===== config.mk =====
export PLATFORM = sky130hd
export DESIGN_NAME = rom_bank_mapper
export DESIGN_NICKNAME = d
export VERILOG_FILES = /design/src/rtl/rbm_pkg.sv /design/src/rtl/rbm_cfg_regs.sv /design/src/rtl/rbm_upper_xlate.sv /design/src/rtl/rbm_window_dec.sv /design/src/rtl/rom_bank_mapper.sv
export SDC_FILE = /design/constraint.sdc
export NUM_CORES = 1
export LEC_CHECK = 0
export ABC_CLOCK_PERIOD_IN_PS = 1400
export BUFFER_PORTS_ARGS = -buffer_cell sky130_fd_sc_hd__buf_2
export CORE_MARGIN = 2
export CORE_UTILIZATION = 37
export DETAILED_ROUTE_END_ITERATION = 10
export PLACE_DENSITY_LB_ADDON = 0.3
export SLEW_MARGIN = 5
export SYNTH_ARGS = -nofsm -noshare
export SYNTH_HDL_FRONTEND = slang
export SYNTH_SLANG_ARGS = --single-unit

===== constraint.sdc =====
create_clock -name clk -period 1.4 [get_ports clk]
set_input_delay 0.14 -clock clk [delete_from_list [all_inputs] [get_ports clk]]
set_output_delay 0.14 -clock clk [all_outputs]
set_load 0.05 [all_outputs]

===== src/rtl/rbm_pkg.sv =====
package rbm_pkg;
   // 16 KB quarter of the processor address space, from cpu_addr[15:14]
   typedef enum logic [1:0] {
      QTR_0000 = 2'b00,
      QTR_4000 = 2'b01,
      QTR_8000 = 2'b10,
      QTR_C000 = 2'b11
   } quarter_t;

   // Lower window code -> quarter; code 11 falls back to the bottom quarter
   function automatic quarter_t win_code_to_qtr(input logic [1:0] code);
      case (code)
         2'b01:   return QTR_4000;
         2'b10:   return QTR_8000;
         default: return QTR_0000;
      endcase
   endfunction
endpackage


===== src/rtl/rbm_cfg_regs.sv =====
module rbm_cfg_regs #(
   parameter int DATA_W     = 8,
   parameter int PAGE_W     = 3,
   parameter int SEL_RESET  = 8'h80
) (
   input  logic              clk,
   input  logic              rst_n,
   input  logic              sel_we,
   input  logic              cfg_we,
   input  logic [DATA_W-1:0] wdata,
   output logic [DATA_W-1:0] upper_sel,
   output logic [PAGE_W-1:0] lower_page,
   output rbm_pkg::quarter_t lower_qtr
);
   localparam int WIN_LSB = PAGE_W;

   initial begin
      if (PAGE_W + 2 > DATA_W)
         $error("lower configuration fields do not fit the data bus");
   end

   logic [1:0] win_code;

   always_ff @(posedge clk or negedge rst_n) begin
      if (!rst_n) begin
         upper_sel  <= DATA_W'(SEL_RESET);
         lower_page <= '0;
         win_code   <= 2'b00;
      end else begin
         if (sel_we)
            upper_sel <= wdata;
         if (cfg_we) begin
            lower_page <= wdata[PAGE_W-1:0];
            win_code   <= wdata[WIN_LSB+1:WIN_LSB];
         end
      end
   end

   assign lower_qtr = rbm_pkg::win_code_to_qtr(win_code);

   generate
      if (PAGE_W + 2 < DATA_W) begin : g_spare
         logic unused_spare;
         assign unused_spare = ^wdata[DATA_W-1:PAGE_W+2];
      end
   endgenerate
endmodule


===== src/rtl/rbm_upper_xlate.sv =====
module rbm_upper_xlate #(
   parameter int DATA_W     = 8,
   parameter int SLOT_W     = 5,
   parameter bit HAS_COMPAT = 1'b1,
   parameter int DIRECT_TAG = 3'b100,
   parameter int ALIAS_A    = 0,
   parameter int ALIAS_A_TO = 1,
   parameter int ALIAS_B    = 7,
   parameter int ALIAS_B_TO = 2
) (
   input  logic [DATA_W-1:0] rom_num,
   input  logic              compat_en,
   output logic              valid,
   output logic [SLOT_W-1:0] slot
);
   localparam int TAG_W = DATA_W - SLOT_W;

   initial begin
      if (TAG_W < 1)
         $error("slot field must be narrower than the ROM number");
   end

   logic direct_hit;
   assign direct_hit = (rom_num[DATA_W-1:SLOT_W] == TAG_W'(DIRECT_TAG));

   generate
      if (HAS_COMPAT) begin : g_compat
         logic hit_a, hit_b;
         assign hit_a = compat_en && (rom_num == DATA_W'(ALIAS_A));
         assign hit_b = compat_en && (rom_num == DATA_W'(ALIAS_B));
         always_comb begin
            valid = direct_hit || hit_a || hit_b;
            if (direct_hit)  slot = rom_num[SLOT_W-1:0];
            else if (hit_a)  slot = SLOT_W'(ALIAS_A_TO);
            else if (hit_b)  slot = SLOT_W'(ALIAS_B_TO);
            else             slot = '0;
         end
      end else begin : g_plain
         logic unused_compat;
         assign unused_compat = compat_en;
         assign valid = direct_hit;
         assign slot  = rom_num[SLOT_W-1:0];
      end
   endgenerate
endmodule


===== src/rtl/rbm_window_dec.sv =====
module rbm_window_dec (
   input  logic [1:0]        addr_qtr,
   input  logic              mem_rd,
   input  logic              mem_wr,
   input  logic              lower_en,
   input  logic              upper_en,
   input  rbm_pkg::quarter_t lower_qtr,
   input  logic              upper_valid,
   output logic              lower_hit,
   output logic              upper_hit
);
   logic rd_ok;
   assign rd_ok     = mem_rd && !mem_wr;
   assign lower_hit = rd_ok && lower_en && (addr_qtr == lower_qtr);
   assign upper_hit = rd_ok && upper_en && upper_valid &&
                      (addr_qtr == rbm_pkg::QTR_C000);
endmodule


===== src/rtl/rom_bank_mapper.sv =====
module rom_bank_mapper #(
   parameter int CPU_AW       = 16,
   parameter int DATA_W       = 8,
   parameter int NUM_SLOTS    = 32,
   parameter int SLOT_BYTES   = 16384,
   parameter int LOWER_PAGES  = 8,
   parameter int SEL_ADDR_BIT = 13,
   parameter bit HAS_COMPAT   = 1'b1
) (
   input  logic                  clk,
   input  logic                  rst_n,
   input  logic [15:0]           cpu_addr,
   input  logic [7:0]            cpu_data,
   input  logic                  mem_rd,
   input  logic                  mem_wr,
   input  logic                  io_wr,
   input  logic                  lower_cfg_we,
   input  logic                  lower_en,
   input  logic                  upper_en,
   input  logic                  compat_en,
   output logic [18:0]           sram_addr,
   output logic                  sram_ce_n,
   output logic                  sram_oe_n
);
   localparam int SLOT_W = $clog2(NUM_SLOTS);
   localparam int OFS_W  = $clog2(SLOT_BYTES);
   localparam int PAGE_W = $clog2(LOWER_PAGES);
   localparam int MEM_AW = SLOT_W + OFS_W;

   initial begin
      if ((1 << SLOT_W) != NUM_SLOTS)  $error("NUM_SLOTS must be a power of two");
      if (OFS_W != CPU_AW - 2)         $error("a slot must span one address quarter");
      if (LOWER_PAGES > NUM_SLOTS)     $error("lower pages exceed slot count");
      if (MEM_AW != 19 || CPU_AW != 16 || DATA_W != 8)
         $error("port widths are fixed at 16/8/19");
      if (SEL_ADDR_BIT >= CPU_AW)      $error("select decode bit out of range");
   end

   logic [DATA_W-1:0] upper_sel;
   logic [PAGE_W-1:0] lower_page;
   rbm_pkg::quarter_t lower_qtr;
   logic              upper_valid;
   logic [SLOT_W-1:0] upper_slot;
   logic              lower_hit, upper_hit;
   logic [SLOT_W-1:0] slot;

   rbm_cfg_regs #(.DATA_W(DATA_W), .PAGE_W(PAGE_W), .SEL_RESET(8'h80)) u_regs (
      .clk        (clk),
      .rst_n      (rst_n),
      .sel_we     (io_wr && !cpu_addr[SEL_ADDR_BIT]),
      .cfg_we     (lower_cfg_we),
      .wdata      (cpu_data),
      .upper_sel  (upper_sel),
      .lower_page (lower_page),
      .lower_qtr  (lower_qtr)
   );

   rbm_upper_xlate #(.DATA_W(DATA_W), .SLOT_W(SLOT_W), .HAS_COMPAT(HAS_COMPAT)) u_xlate (
      .rom_num   (upper_sel),
      .compat_en (compat_en),
      .valid     (upper_valid),
      .slot      (upper_slot)
   );

   rbm_window_dec u_win (
      .addr_qtr    (cpu_addr[CPU_AW-1:CPU_AW-2]),
      .mem_rd      (mem_rd),
      .mem_wr      (mem_wr),
      .lower_en    (lower_en),
      .upper_en    (upper_en),
      .lower_qtr   (lower_qtr),
      .upper_valid (upper_valid),
      .lower_hit   (lower_hit),
      .upper_hit   (upper_hit)
   );

   // Lower window never reaches the top quarter, so the two hits are exclusive
   always_comb begin
      if (lower_hit) slot = SLOT_W'(lower_page);
      else           slot = upper_slot;
   end

   assign sram_addr = {slot, cpu_addr[OFS_W-1:0]};
   assign sram_ce_n = !(lower_hit || upper_hit);
   assign sram_oe_n = sram_ce_n;
endmodule


* Word-level counts from Yosys, hierarchy flattened
Index checks and enable logic that the tools add are counted. Widths: inputs -> output; s select.
Storage, ports and cells: output and inout bits 21, bits in registers 13, word-level logic and storage cells 30, input port bits 33
Operators by class: reductions and logical operators 16, equality and inequality tests 6, muxes and demuxes 5
Operators with widths (count):
- $mux 5 | 3
- $logic_and 1x1->1 | 9
- $eq 8x3->1 const B | 1
- $logic_not 8->1 | 1
- $eq 2x2->1 const B | 2
- $pmux 2 s2 | 1
- $eq 3x3->1 const B | 1
- $logic_not 1->1 | 3
- $logic_or 1x1->1 | 3
- $eq 2x1->1 const B | 1
- $eq 2x2->1 | 1
- $mux 2 | 1

* Longest topological paths before layout
word-level depth 8, depth in mapped cells 5, mapped depth without buffers 4

* By module
From an unflattened synthesis, not the netlist that was laid out.
Second synthesis, totals: cell total of the unflattened synthesis 73, area, all modules 853.3 um^2
By module, submodules not included:
- rbm_cfg_regs | area an instance 526.8 um^2, seq. area each 326.6 um^2, cells an instance 29, instances 1
- rom_bank_mapper | area an instance 173.9 um^2, seq. area each 0.0 um^2, cells an instance 22, instances 1
- rbm_upper_xlate | area an instance 98.8 um^2, seq. area each 0.0 um^2, cells an instance 16, instances 1
- rbm_window_dec | area an instance 53.8 um^2, seq. area each 0.0 um^2, cells an instance 6, instances 1

* Worst setup path before layout
OpenSTA, ideal clock, no wires.
path type register -> output, from reg u_regs.win_code[1], to out sram_oe_n, data required time 1.260 ns, setup slack -0.940 ns, stages on the path, launching flop included 6, arrival 2.200 ns, path buffers 1, path through dfrtp_1 -> xnor2_1 -> nor3b_1 -> o311a_4 -> a31oi_1 -> buf_4
Between the ends: cells in the longest elaborated chain, start to end 6, elaborated cells on any way between the ends 7, classes of those cells eq/ne (3); mux (1); reduce/logical (3)
Ends and longest elaborated chain:
- start, declared | line rbm_cfg_regs.sv:22 | logic [1:0] win_code;
- start signal, assigned | line rbm_cfg_regs.sv:34 | win_code <= wdata[WIN_LSB+1:WIN_LSB];
- $eq 2x2->1 / $eq 2x1->1 (equally long branches) | line rbm_pkg.sv:12 | case (code)
- $pmux 2 s2 (*) | line rbm_pkg.sv:12
- $eq 2x2->1 (*) | line rbm_window_dec.sv:14 | assign lower_hit = rd_ok && lower_en && (addr_qtr == lower_qtr);
- $logic_and 1x1->1 (*) | line rbm_window_dec.sv:14
- $logic_or 1x1->1 (*) | line rom_bank_mapper.sv:84 | assign sram_ce_n = !(lower_hit || upper_hit);
- $logic_not 1->1 (*) | line rom_bank_mapper.sv:84
- end, declared | line rom_bank_mapper.sv:23 | output logic sram_oe_n
Mark *: on every way between the ends. The rest lies on a longest branch, timed or not.

* Final worst setup path
from reg u_regs.win_code[1], to out sram_ce_n
Between the ends: cells in the longest elaborated chain, start to end 6, elaborated cells on any way between the ends 7, classes of those cells eq/ne (3); mux (1); reduce/logical (3)
Ends and longest elaborated chain:
- $eq 2x2->1 / $eq 2x1->1 (equally long branches) | line rbm_pkg.sv:12
- $pmux 2 s2 (*) | line rbm_pkg.sv:12
- $eq 2x2->1 (*) | line rbm_window_dec.sv:14
- $logic_and 1x1->1 (*) | line rbm_window_dec.sv:14
- $logic_or 1x1->1 (*) | line rom_bank_mapper.sv:84
- $logic_not 1->1 (*) | line rom_bank_mapper.sv:84
- end, declared | line rom_bank_mapper.sv:22 | output logic sram_ce_n,
Marks and branches as above.

==> results.cfg <==
[timing]
hold_viol = 0
fmax_mhz = 516
tightest_slew_ps = 297
finalSetupViolations = 7
finalSetupTns_ps = -3550
min_period_over_period_pct = 138
fin_crit_ps = 1940
slew_headroom_pct = 80.2
fin_ws_ps = -538
rsz0062_at_grt = true
final_max_slew_viol_count = 0
hold-worst-slack_ps = 99.4
finClkSkew_ps = 0

[pwr]
power.internal_mw = 0.711
power.total_mw = 1.02
p_switching_mw = 0.311
netSwitchingFraction_pct = 30.4
leakage_nw = 0.489
p_clk_share_pct = 22.0
ir_worst_vdd_mv = 0.566
comb_power_share_pct = 31.5
p_per_area_nw_per_um2 = 937
power_frac_seq_pct = 46.5

[yosys]
synth_nets = 103
syn_area_um2 = 806
syn_inst = 70
synth.distinct_cells = 26
yosysWarnings = 0
avgSynthCellArea_um2 = 11.5
synth_seq_area_share_pct = 40.5
ys_ff_latch = 13

[route]
finalWirelength_um = 1680
viasPerCell = 4.97
first_iter_violations = 2
wl_met3_um = 142
drc = 0
top_layer_used = met4
wire_per_inst_um = 13.8
num_vias = 606
first_pass_iters = 2
met1_length_um = 654
ant_nets = 0
wl_met2_um = 869

[global_routing]
grt_max_degree = 14
grt_pass1_wl_um = 2670
grt_overflow = 0
grt_pass1_vias = 641
grt_usage_pct = 14.0
antenna_found_initial = 0

[clocking]
clkLatencyLatePin_ps = 270
cts_buffers = 3
cts_root_buf = clkbuf_4
cts_tree = yes
cts_buffer_depth = 2
clk_pin_slew_ps = 80
cts_sinks = 13
h-tree-depth = 1

[worst_setup_path]
crit_path_end_kind = primary output
rr_startpoint = u_regs.win_code[1]$_DFFE_PN0P_
arrival_ps = 1800
rr_endpoint = u_regs.win_code[1]$_DFFE_PN0P_
ff2ff_path_depth = 2
critPathMaxFanout = 6
required_ps = 1260
r2r_setup_slack_ps = 450
crit_type = reg2out
startpoint_type = register

[final_layout]
layout-drive-gt1-share_pct = 72.6
fin_nets = 129
final_core_util_pct = 54.5
final.fill_count = 180
diodes = 0
area_growth_pct = 35.4
final_cell_count_no_fill = 122

[floorplan]
die_h_um = 50.7
die_w_um = 50.7
num_rows = 16
ioPinCount = 54
coreArea_um2 = 2000
die-area_um2 = 2570
initial_core_util_pct = 40.3

[worst_hold_path]
hold_path_end = u_regs.upper_sel[5]$_DFFE_PN0P_
worstHoldPathType = in2reg
worstHoldStart = cpu_data[5]
hold_depth = 2

[placed_design]
place_hpwl_um = 1310
dp_cells = 116
gp_congestion = 0.672
io_buffers = 27

[run_status]
violations = setup timing
status = complete, but fails checks

[run]
cap_viol_max_count = 0
[registers in the layout, summed over array words and instances, names as in the netlist]
signal,flops
u_regs.lower_page,3
u_regs.win_code,2
u_regs.upper_sel,8
[Yosys cell counts]
cell | instances | area (um^2)
a31o_2 | 1 | 8.76
a31oi_1 | 1 | 6.26
and3_1 | 1 | 6.26
and3b_1 | 2 | 17.5
buf_4 | 15 | 113
clkbuf_1 | 1 | 3.75
dfrtp_1 | 12 | 300
dfstp_2 | 1 | 26.3
inv_1 | 1 | 3.75
mux2_2 | 13 | 146
mux2_4 | 2 | 30.0
mux2i_1 | 1 | 10.0
nand2_1 | 5 | 18.8
nand3_1 | 1 | 5.00
nor2_1 | 1 | 3.75
nor2b_1 | 2 | 12.5
nor3b_1 | 1 | 7.51
nor3b_2 | 1 | 12.5
nor4_1 | 1 | 6.26
nor4b_1 | 1 | 8.76
nor4bb_1 | 1 | 10.0
o21ai_0 | 1 | 5.00
o311a_4 | 1 | 21.3
o31ai_1 | 1 | 7.51
or3_1 | 1 | 6.26
xnor2_1 | 1 | 8.76
[power by group through the flow]
stage	combinational (mW)	sequential [mW]	clock, mW
after detailed placement	0.284	0.473	0
after global placement	0.277	0.469	0
after floorplan	0.282	0.463	0
after CTS	0.314	0.469	0.240
final	0.322	0.475	0.225
after global routing	0.347	0.482	0.257
[worst max path at each step]
| stage | depth (start not counted) | to | start |
|---|---|---|---|
| final | 5 | sram_ce_n | u_regs.win_code[1]$_DFFE_PN0P_ |
| after global routing | 5 | sram_ce_n | u_regs.win_code[1]$_DFFE_PN0P_ |
| after CTS | 6 | sram_oe_n | u_regs.win_code[1]$_DFFE_PN0P_ |
| after detailed placement | 5 | sram_addr[14] | u_regs.upper_sel[3]$_DFFE_PN0P_ |
| after global placement | 4 | sram_addr[14] | u_regs.win_code[0]$_DFFE_PN0P_ |
| after floorplan | 4 | sram_oe_n | u_regs.win_code[1]$_DFFE_PN0P_ |
[through the flow]
stage                     area, um^2  setup slack (ps)
final                           1090              -538
after global placement           948              -286
after global routing            1090              -617
after detailed placement         948              -326
after CTS                       1050              -609
after floorplan                  840              -300
[logic make-up (layout without fill, tap and decap cells)]
kind of cell / Yosys count / in the layout / share of synthesized area (%)
flops: 13 / 13 / 40.5
simple gates: 18 / 18 / 14.3
buf+inv: 17 / 42 / 14.9
xor+xnor: 1 / 1 / 1.09
compound gates: 5 / 5 / 6.06
mux: 16 / 16 / 23.1
[metal layers]
metal  vias to the layer above  track usage (%)
met5                         -                0
li1                        283                -
met3                         4             2.98
met1                       294             15.0
met4                         0             7.21
met2                        25             25.4
[cell usage in the layout (no fill, tap or decap)]
master,netlist,final
clkbuf_4,0,3
and3_1,1,1
nor2_1,1,1
a31o_2,1,1
xnor2_2,0,1
dfrtp_1,12,10
mux2_4,2,2
nor4b_2,0,1
nand2_1,5,5
inv_1,1,1
or3_1,1,1
o31ai_1,1,1
dfstp_2,1,1
nor3b_2,1,2
o311a_4,1,1
dlygate4sd3_1,0,1
buf_2,0,20
and3b_2,0,2
nor4bb_4,0,1
nand3_1,1,1
clkbuf_1,1,1
nor2b_1,2,2
nor4_4,0,1
dfrtp_2,0,2
mux2i_4,0,1
mux2_2,13,13
buf_6,0,8
o21ai_0,1,1
buf_4,15,8
a31oi_4,0,1
[area by class of cell]
cell class	instances	area, um^2	share of cell area [%]
inverters	1	3.75	0.344
well taps	27	33.8	3.10
repair buffers	37	260	23.9
clock buffers	4	26.3	2.41
multi-input cells	40	438	40.1
flip-flops and latches	13	329	30.2
[critical path, cell delays in order, from the launching register on]
cell and delay [ps]:
dfrtp_2 450, nor4bb_4 170, o311a_4 430, buf_6 140
a31oi_4 160, buf_6 180
[what timing repair did]
| action | in CTS | in global routing |
|---|---|---|
| hold buffers | 1 | 0 |
| setup endpoints to repair | 7 | 7 |
| endpoints found under the hold margin | 12 | 0 |
| pin swaps | 3 | 3 |
| setup buffers | 1 | 0 |
| gates resized for setup | 17 | 7 |
| gates cloned | 0 | 0 |
No activity file was read; power rests on OpenSTA's default activity.
